==> src/rtl/sdo_pkg.sv <==
package sdo_pkg;

  typedef enum logic {
    SDO_IDLE  = 1'b0,
    SDO_SHIFT = 1'b1
  } sdo_state_e;

endpackage

==> src/rtl/sdo_edge_sync.sv <==
module sdo_edge_sync #(
  parameter int unsigned STAGES = 2
) (
  input  logic clk,
  input  logic rst_n,
  input  logic async_in,
  output logic fall
);

  logic [STAGES-1:0] chain_q;
  logic              last_q;

  // resynchronizer chain, one flop per stage
  for (genvar g = 0; g < STAGES; g++) begin : g_stage
    if (g == 0) begin : g_first
      always_ff @(posedge clk or negedge rst_n) begin
        if (!rst_n) chain_q[g] <= 1'b0;
        else        chain_q[g] <= async_in;
      end
    end else begin : g_next
      always_ff @(posedge clk or negedge rst_n) begin
        if (!rst_n) chain_q[g] <= 1'b0;
        else        chain_q[g] <= chain_q[g-1];
      end
    end
  end

  always_ff @(posedge clk or negedge rst_n) begin
    if (!rst_n) last_q <= 1'b0;
    else        last_q <= chain_q[STAGES-1];
  end

  assign fall = last_q & ~chain_q[STAGES-1];

endmodule

==> src/rtl/sdo_shifter.sv <==
module sdo_shifter
  import sdo_pkg::*;
#(
  parameter int unsigned RES_W = 12,
  parameter int unsigned PAD_W = 4
) (
  input  logic             clk,
  input  logic             rst_n,
  input  logic             load,
  input  logic [RES_W-1:0] load_data,
  input  logic             step,
  output logic             bit_out,
  output logic             active
);

  localparam int unsigned FRAME_W = RES_W + PAD_W;
  localparam int unsigned CNT_W   = $clog2(FRAME_W + 1);
  localparam logic [CNT_W-1:0] LAST_IDX = CNT_W'(FRAME_W - 1);

  sdo_state_e         state_q;
  logic [FRAME_W-1:0] frame_q;
  logic [CNT_W-1:0]   idx_q;

  always_ff @(posedge clk or negedge rst_n) begin
    if (!rst_n) begin
      state_q <= SDO_IDLE;
      frame_q <= '0;
      idx_q   <= '0;
    end else if (load) begin
      state_q <= SDO_SHIFT;
      frame_q <= {{PAD_W{1'b0}}, load_data};
      idx_q   <= '0;
    end else if (step && state_q == SDO_SHIFT) begin
      if (idx_q == LAST_IDX) begin
        state_q <= SDO_IDLE;
        idx_q   <= '0;
      end else begin
        frame_q <= {frame_q[FRAME_W-2:0], 1'b0};
        idx_q   <= idx_q + 1'b1;
      end
    end
  end

  assign active  = (state_q == SDO_SHIFT);
  assign bit_out = active & frame_q[FRAME_W-1];

endmodule

==> src/rtl/sdo_port.sv <==
module sdo_port #(
  parameter int unsigned RES_W       = 12,
  parameter int unsigned PAD_W       = 4,
  parameter int unsigned SYNC_STAGES = 2
) (
  input  logic             clk,
  input  logic             rst_n,
  input  logic             sclk,
  input  logic             res_valid,
  output logic             res_ready,
  input  logic [RES_W-1:0] res_data,
  output logic             sdata,
  output logic             sdata_oe
);

  logic ready_q;
  logic sclk_fall;
  logic accept;

  always_ff @(posedge clk or negedge rst_n) begin
    if (!rst_n) ready_q <= 1'b0;
    else        ready_q <= 1'b1;
  end

  assign res_ready = ready_q;
  assign accept    = res_valid & ready_q;

  sdo_edge_sync #(.STAGES(SYNC_STAGES)) u_sync (
    .clk      (clk),
    .rst_n    (rst_n),
    .async_in (sclk),
    .fall     (sclk_fall)
  );

  sdo_shifter #(.RES_W(RES_W), .PAD_W(PAD_W)) u_shift (
    .clk       (clk),
    .rst_n     (rst_n),
    .load      (accept),
    .load_data (res_data),
    .step      (sclk_fall),
    .bit_out   (sdata),
    .active    (sdata_oe)
  );

endmodule

==> config.mk <==
export PLATFORM = sky130hd
export DESIGN_NAME = sdo_port
export DESIGN_NICKNAME = d
export VERILOG_FILES = /design/src/rtl/sdo_pkg.sv /design/src/rtl/sdo_edge_sync.sv /design/src/rtl/sdo_shifter.sv /design/src/rtl/sdo_port.sv
export SDC_FILE = /design/constraint.sdc
export NUM_CORES = 1
export LEC_CHECK = 0
export ABC_AREA = 1
export BUFFER_PORTS_ARGS = -buffer_cell sky130_fd_sc_hd__buf_2
export CORE_MARGIN = 2
export CORE_UTILIZATION = 55
export DETAILED_ROUTE_END_ITERATION = 12
export PLACE_DENSITY_LB_ADDON = 0.2
export SETUP_SLACK_MARGIN = 0.1
export SYNTH_ARGS = -nofsm -noshare
export SYNTH_HDL_FRONTEND = slang
export SYNTH_HIERARCHICAL = 1
export SYNTH_SLANG_ARGS = --single-unit
==> constraint.sdc <==
create_clock -name clk -period 1.52 [get_ports clk]
set_clock_uncertainty 0.1 [all_clocks]
set_input_delay 0.38 -clock clk [delete_from_list [all_inputs] [get_ports clk]]
set_output_delay 0.38 -clock clk [all_outputs]
set_load 0.01 [all_outputs]
# Word-level counts from Yosys, hierarchy flattened
# Index checks and enable logic that the tools add are counted.
[totals]
reg_bits = 26
in_bits = 16
out_inout_bits = 3
[classes]
n_addsub = 1
n_eq_ne = 2
n_mux = 9
bitwise = 4
reduce_logical = 5
[ops]
columns = ["cell", "count"]
rows = [
  ["2-to-1 mux 16 bit", 3],
  ["2-to-1 mux 5 bit", 3],
  ["adder 5 x 1 -> 5 bit, second input constant", 1],
  ["equality test 5 x 4 -> 1 bit, second input constant", 1],
  ["AND reduction 2 bit", 2],
  ["nonzero test 2 bit", 2],
  ["bitwise AND 1 bit", 3],
  ["2-to-1 mux 1 bit", 3],
  ["!= test 2 bit, second input constant", 1],
  ["logical AND 1 bit", 1],
  ["inverter 1 bit", 1],
]

# Logic depth before layout (Yosys ltp)
[depth]
word_depth = 5
ltp_mapped = 9
ltp_nobuf = 8

# Cells and area by module
# The synthesis kept the hierarchy.
[by_module_without_submodules]
columns = ["module", "instances", "cells_per_inst", "area_per_inst_um2", "seq_area_each_um2"]
rows = [
  ["sdo_shifter", 1, 156, 1159.9, 550.5],
  ["sdo_edge_sync", 1, 5, 85.1, 75.1],
  ["sdo_port", 1, 4, 36.3, 25.0],
]

# Worst setup path before layout
# Ideal clock, no wire load.
[synth_timing]
path_type = "reg2reg"
startpoint = "register u_shift.idx_q[0]"
endpoint = "register u_shift.frame_q[11]"
setup_ps = 116
t_arrival_ps = 1064
setup_slack_ps = 240
path_stages_with_launch = 9
synth_period_minus_slack_ps = 1280
path_cell_list = "dfrtp_1 > ha_1 > inv_1 > nor2_2 > nand2_2 > nand2_2 > buf_6 > nand3_1 > nand2_1"
[synth_via]
elab_chain_cells = 3
[synth_rtl]
columns = ["element", "line", "source"]
rows = [
  ["start: declaration", "sdo_shifter.sv:22", "logic [CNT_W-1:0] idx_q;"],
  ["start signal: assignment", "sdo_shifter.sv:39", "idx_q <= idx_q + 1'b1;"],
  ["equality test 5 x 4 -> 1 bit", "sdo_shifter.sv:34", "if (idx_q == LAST_IDX) begin"],
  ["!= test 2 bit (no source line)", "--", ""],
  ["AND reduction 2 bit (no source line)", "--", ""],
  ["end signal: assignment", "sdo_shifter.sv:31", "frame_q <= {{PAD_W{1'b0}}, load_data};"],
  ["end signal: assignment", "sdo_shifter.sv:38", "frame_q <= {frame_q[FRAME_W-2:0], 1'b0};"],
  ["end: declaration", "sdo_shifter.sv:21", "logic [FRAME_W-1:0] frame_q;"],
]
# No other way between the ends.
# A chain may end at the register's enable or synchronous reset.

# Worst setup path after layout
[layout_timing]
startpoint = "register u_shift.state_q (netlist: u_shift/active)"
endpoint = "output port sdata"
[layout_via]
elab_chain_cells = 1
[layout_rtl]
columns = ["element", "line", "source"]
rows = [
  ["start: declaration", "sdo_shifter.sv:20", "sdo_state_e state_q;"],
  ["start signal: assignment", "sdo_shifter.sv:26", "state_q <= SDO_IDLE;"],
  ["start signal: assignment", "sdo_shifter.sv:30", "state_q <= SDO_SHIFT;"],
  ["start signal: assignment", "sdo_shifter.sv:35", "state_q <= SDO_IDLE;"],
  ["bitwise AND 1 bit", "sdo_shifter.sv:45", "assign bit_out = active & frame_q[FRAME_W-1];"],
  ["end: declaration", "sdo_port.sv:12", "output logic sdata,"],
]
# No other way between the ends.

==> key figures <==
Outcome
  • Status: finished, final reports clean

Floorplan
  • Die height: 52.27 um
  • Core footprint: 0.002212 mm^2
  • Rows: 17
  • I/O pins: 19
  • Die ar.: 0.002732 mm^2
  • Die Width: 52.27 um
  • Initial core utilization: 57.92%

Synthesis
  • Syn Std Cell Area: 0.001281 mm^2
  • Post-synthesis sequential area ratio: 50.78%
  • Xor-xnor portion of the synthesized cell area: 0%
  • EDFF count, synth: 0
  • Syn avg cell area: 7.765 um^2
  • Post-synthesis cell count: 165
  • Most common library cells after synthesis: nand2_1, dfrtp_1, nand3_1
  • Synth top area share: 50.78%
  • Mux cell area share after synthesis: 0%
  • YS warnings: 6
  • Synth unique cells: 19
  • Main area contributors after synthesis: dfrtp_1, nand2_1, nand3_1, buf_6, inv_1
  • Syn nets: 182
  • Synth area leader: dfrtp_1
  • Largest family of logic cells by synthesized area: simple AND/OR/NAND/NOR gates
  • Adder-cell share of the synthesized area: 0.9766%
  • Post-synth top flop: dfrtp_1
  • Compound-Gate Fraction of Synth Area: 3.125%
  • Count leader, synth: nand2_1
  • Simple-gate portion of the synthesized area: 35.55%
  • Synth async-reset ratio: 100.0%
  • Count of state elements after synthesis: 26

STA
  • Achievable clock frequency: 690.2 MHz
  • Slew margin rel.: 61.82%
  • Fin crit share: 95.32%
  • Max-slew violations: 0
  • Min cycle time layout: 1.449 ns
  • Final Hold Violating Endpoints: 0
  • Actual slew at the worst max-slew pin: 0.5727 ns
  • Final setup fails: 0
  • Fin worst setup slack: 0.07112 ns
  • Unrepaired setup endpoints after global routing: yes
  • Setup_tns: 0 ns

Global route
  • Global route overflow: 0
  • Largest net degree at the start of global routing: 27
  • First-pass GRT wire length: 4319 um
  • Gr usage total: 21.39%
  • Vias in the first global route: 1016
  • Initial antenna violation count: 0

Pwr
  • P_sw: 0.4289 mW
  • Switch share: 29.55%
  • Internal: 1.022 mW
  • Combinational share of power: 22.2%
  • Pwr Density: 991.4 mW/mm^2
  • Clock power frac: 19.5%
  • Reg power frac: 58.2%
  • Worst VDD drop: 633.4 uV
  • Lkg Pwr: 0.8474 nW

Clock network
  • Clock root buffer: clkbuf_4
  • Maximum buffer depth of the clock tree: 2
  • Num CTS Buffers: 3
  • CTS clk-pin slew, worst paths: 0.13 ns
  • Worst skew pair latency: 0.31 ns
  • Htree depth: 1
  • CTS tree: done
  • Clk sinks: 26

Critical path
  • End of the critical path: sdata
  • Origin of the critical flop-to-flop path: u_sync/chain_q[1]
  • Startpoint class of the critical path: register
  • WS Path Type: register to output pin
  • Max FO, Critical Path: 4
  • R2R Path End: u_shift/frame_q[2]
  • Setup crit start: u_shift/active
  • Critical Path End Type: output pin
  • Worst R2R Setup Slack: 0.13 ns
  • Worst Path Required: 1.04 ns
  • R2r worst-path depth: 7
  • WP data arrival: 0.97 ns

Flow run
  • Max-Cap Viols: 0

Layout
  • Final std cells w/o fill: 216
  • Share of post-route cells with drive strength above 1: 21.28%
  • Nets: 207
  • Layout area overhead: 14.26%
  • # diodes: 0

Routing
  • Avg WL per Cell: 11.27 um
  • ANT nets after route: 0
  • Final wirelength: 2434 um
  • DRC: 0
  • Detailed-router iteration count before antenna repair: 4
  • Via/cell ratio: 5.014
  • Via count: 1083
  • Initial DRC Count: 20

Place
  • Placed Instances: 208
  • Port bufs: 18
  • DPL Wire Length: 1655 um
  • Placer Congestion: 0.8394
  • Pre-CTS worst setup slack: 0.03558 ns

Hold path
  • Hold WC Path Type: input port to register
[area by class of cell]
| class | count | area (um^2) |
|---|---|---|
| Tap cell | 28 | 35.03 |
| Sequential cell | 26 | 650.6 |
| Clock buffer | 3 | 22.52 |
| Timing Repair Buffer | 28 | 177.7 |
| Multi-Input combinational cell | 118 | 529.3 |
| Fill cell | 209 | 748.2 |
| Inverter | 13 | 48.80 |
[what timing repair did]
item	in CTS	in global routing
endpoints found under the setup margin	12	20
hold buffers	1	0
gates resized for setup	2	6
buffers inserted	3	1
pin swaps	1	1
hold endpoints to repair	26	0
[critical path, stage by stage, from the launching register on]
cell     delay [ns]
dfrtp_1        0.43
nand2_2        0.09
inv_2          0.04
buf_6          0.11
[power by group through the flow]
stage                     clock network [mW]  logic [mW]  registers [mW]
after floorplan                            0       0.218           0.848
after global placement                     0       0.280           0.858
after detailed placement                   0       0.290           0.860
after CTS                              0.296       0.312           0.845
after global routing                   0.313       0.373           0.857
final                                  0.284       0.322           0.845
[through the flow]
step	power, mW	hold slack [ns]	instance area, um^2	utilization (%)
detailed placement	1.150	0.2370	1374	62.10
floorplan	1.066	-0.01559	1281	-
CTS	1.452	0.05733	1438	64.99
global placement	1.138	0.2336	1374	62.10
finish	1.451	0.06764	1464	66.18
global route	1.543	0.05024	1464	66.18
[cells in the final DEF, fill, tap and decap left out, drive strengths merged]
| cell | n |
|---|---|
| conb | 1 |
| a21oi | 2 |
| dfrtp | 26 |
| nand4 | 1 |
| inv | 13 |
| nand3 | 25 |
| buf | 27 |
| o21ai | 6 |
| clkbuf | 3 |
| nand2 | 75 |
| nor3 | 1 |
| nor2 | 6 |
| ha | 1 |
| dlygate4sd3 | 1 |
[metal layers]
metal | GRT usage, % | wire (um) | up-vias
met2 | 37.13 | 1242 | 17
met1 | 26.06 | 1081 | 507
met3 | 3.429 | 85 | 2
met5 | 0 | 0 | -
met4 | 9.402 | 25 | 0
li1 | - | - | 557
[logic make-up after synthesis]
group	count (synthesis)
other	1
flip-flops	26
AO/OA/AOI/OAI	8
adder cells (fa/ha/maj)	1
AND/OR/NAND/NOR	108
buffers and inverters	21
[sequential cells by signal (all words and copies together), names as in the netlist]
register	cells
u_sync/chain_q	2
u_sync/last_q	1
u_shift/active	1
res_ready	1
u_shift/frame_q	16
u_shift/idx_q	5
[worst min path at each step]
stage / slack, ns / from / to / cells past startpoint
after global routing: 0.05 / sclk / u_sync/chain_q[0] / 1
after floorplan: -0.02 / rst_n / res_ready / 0
after detailed placement: 0.24 / u_sync/chain_q[0] / u_sync/chain_q[1] / 0
after global placement: 0.23 / u_sync/chain_q[0] / u_sync/chain_q[1] / 0
final: 0.07 / sclk / u_sync/chain_q[0] / 1
after CTS: 0.06 / sclk / u_sync/chain_q[0] / 1
(Power assumes the default switching activity.)
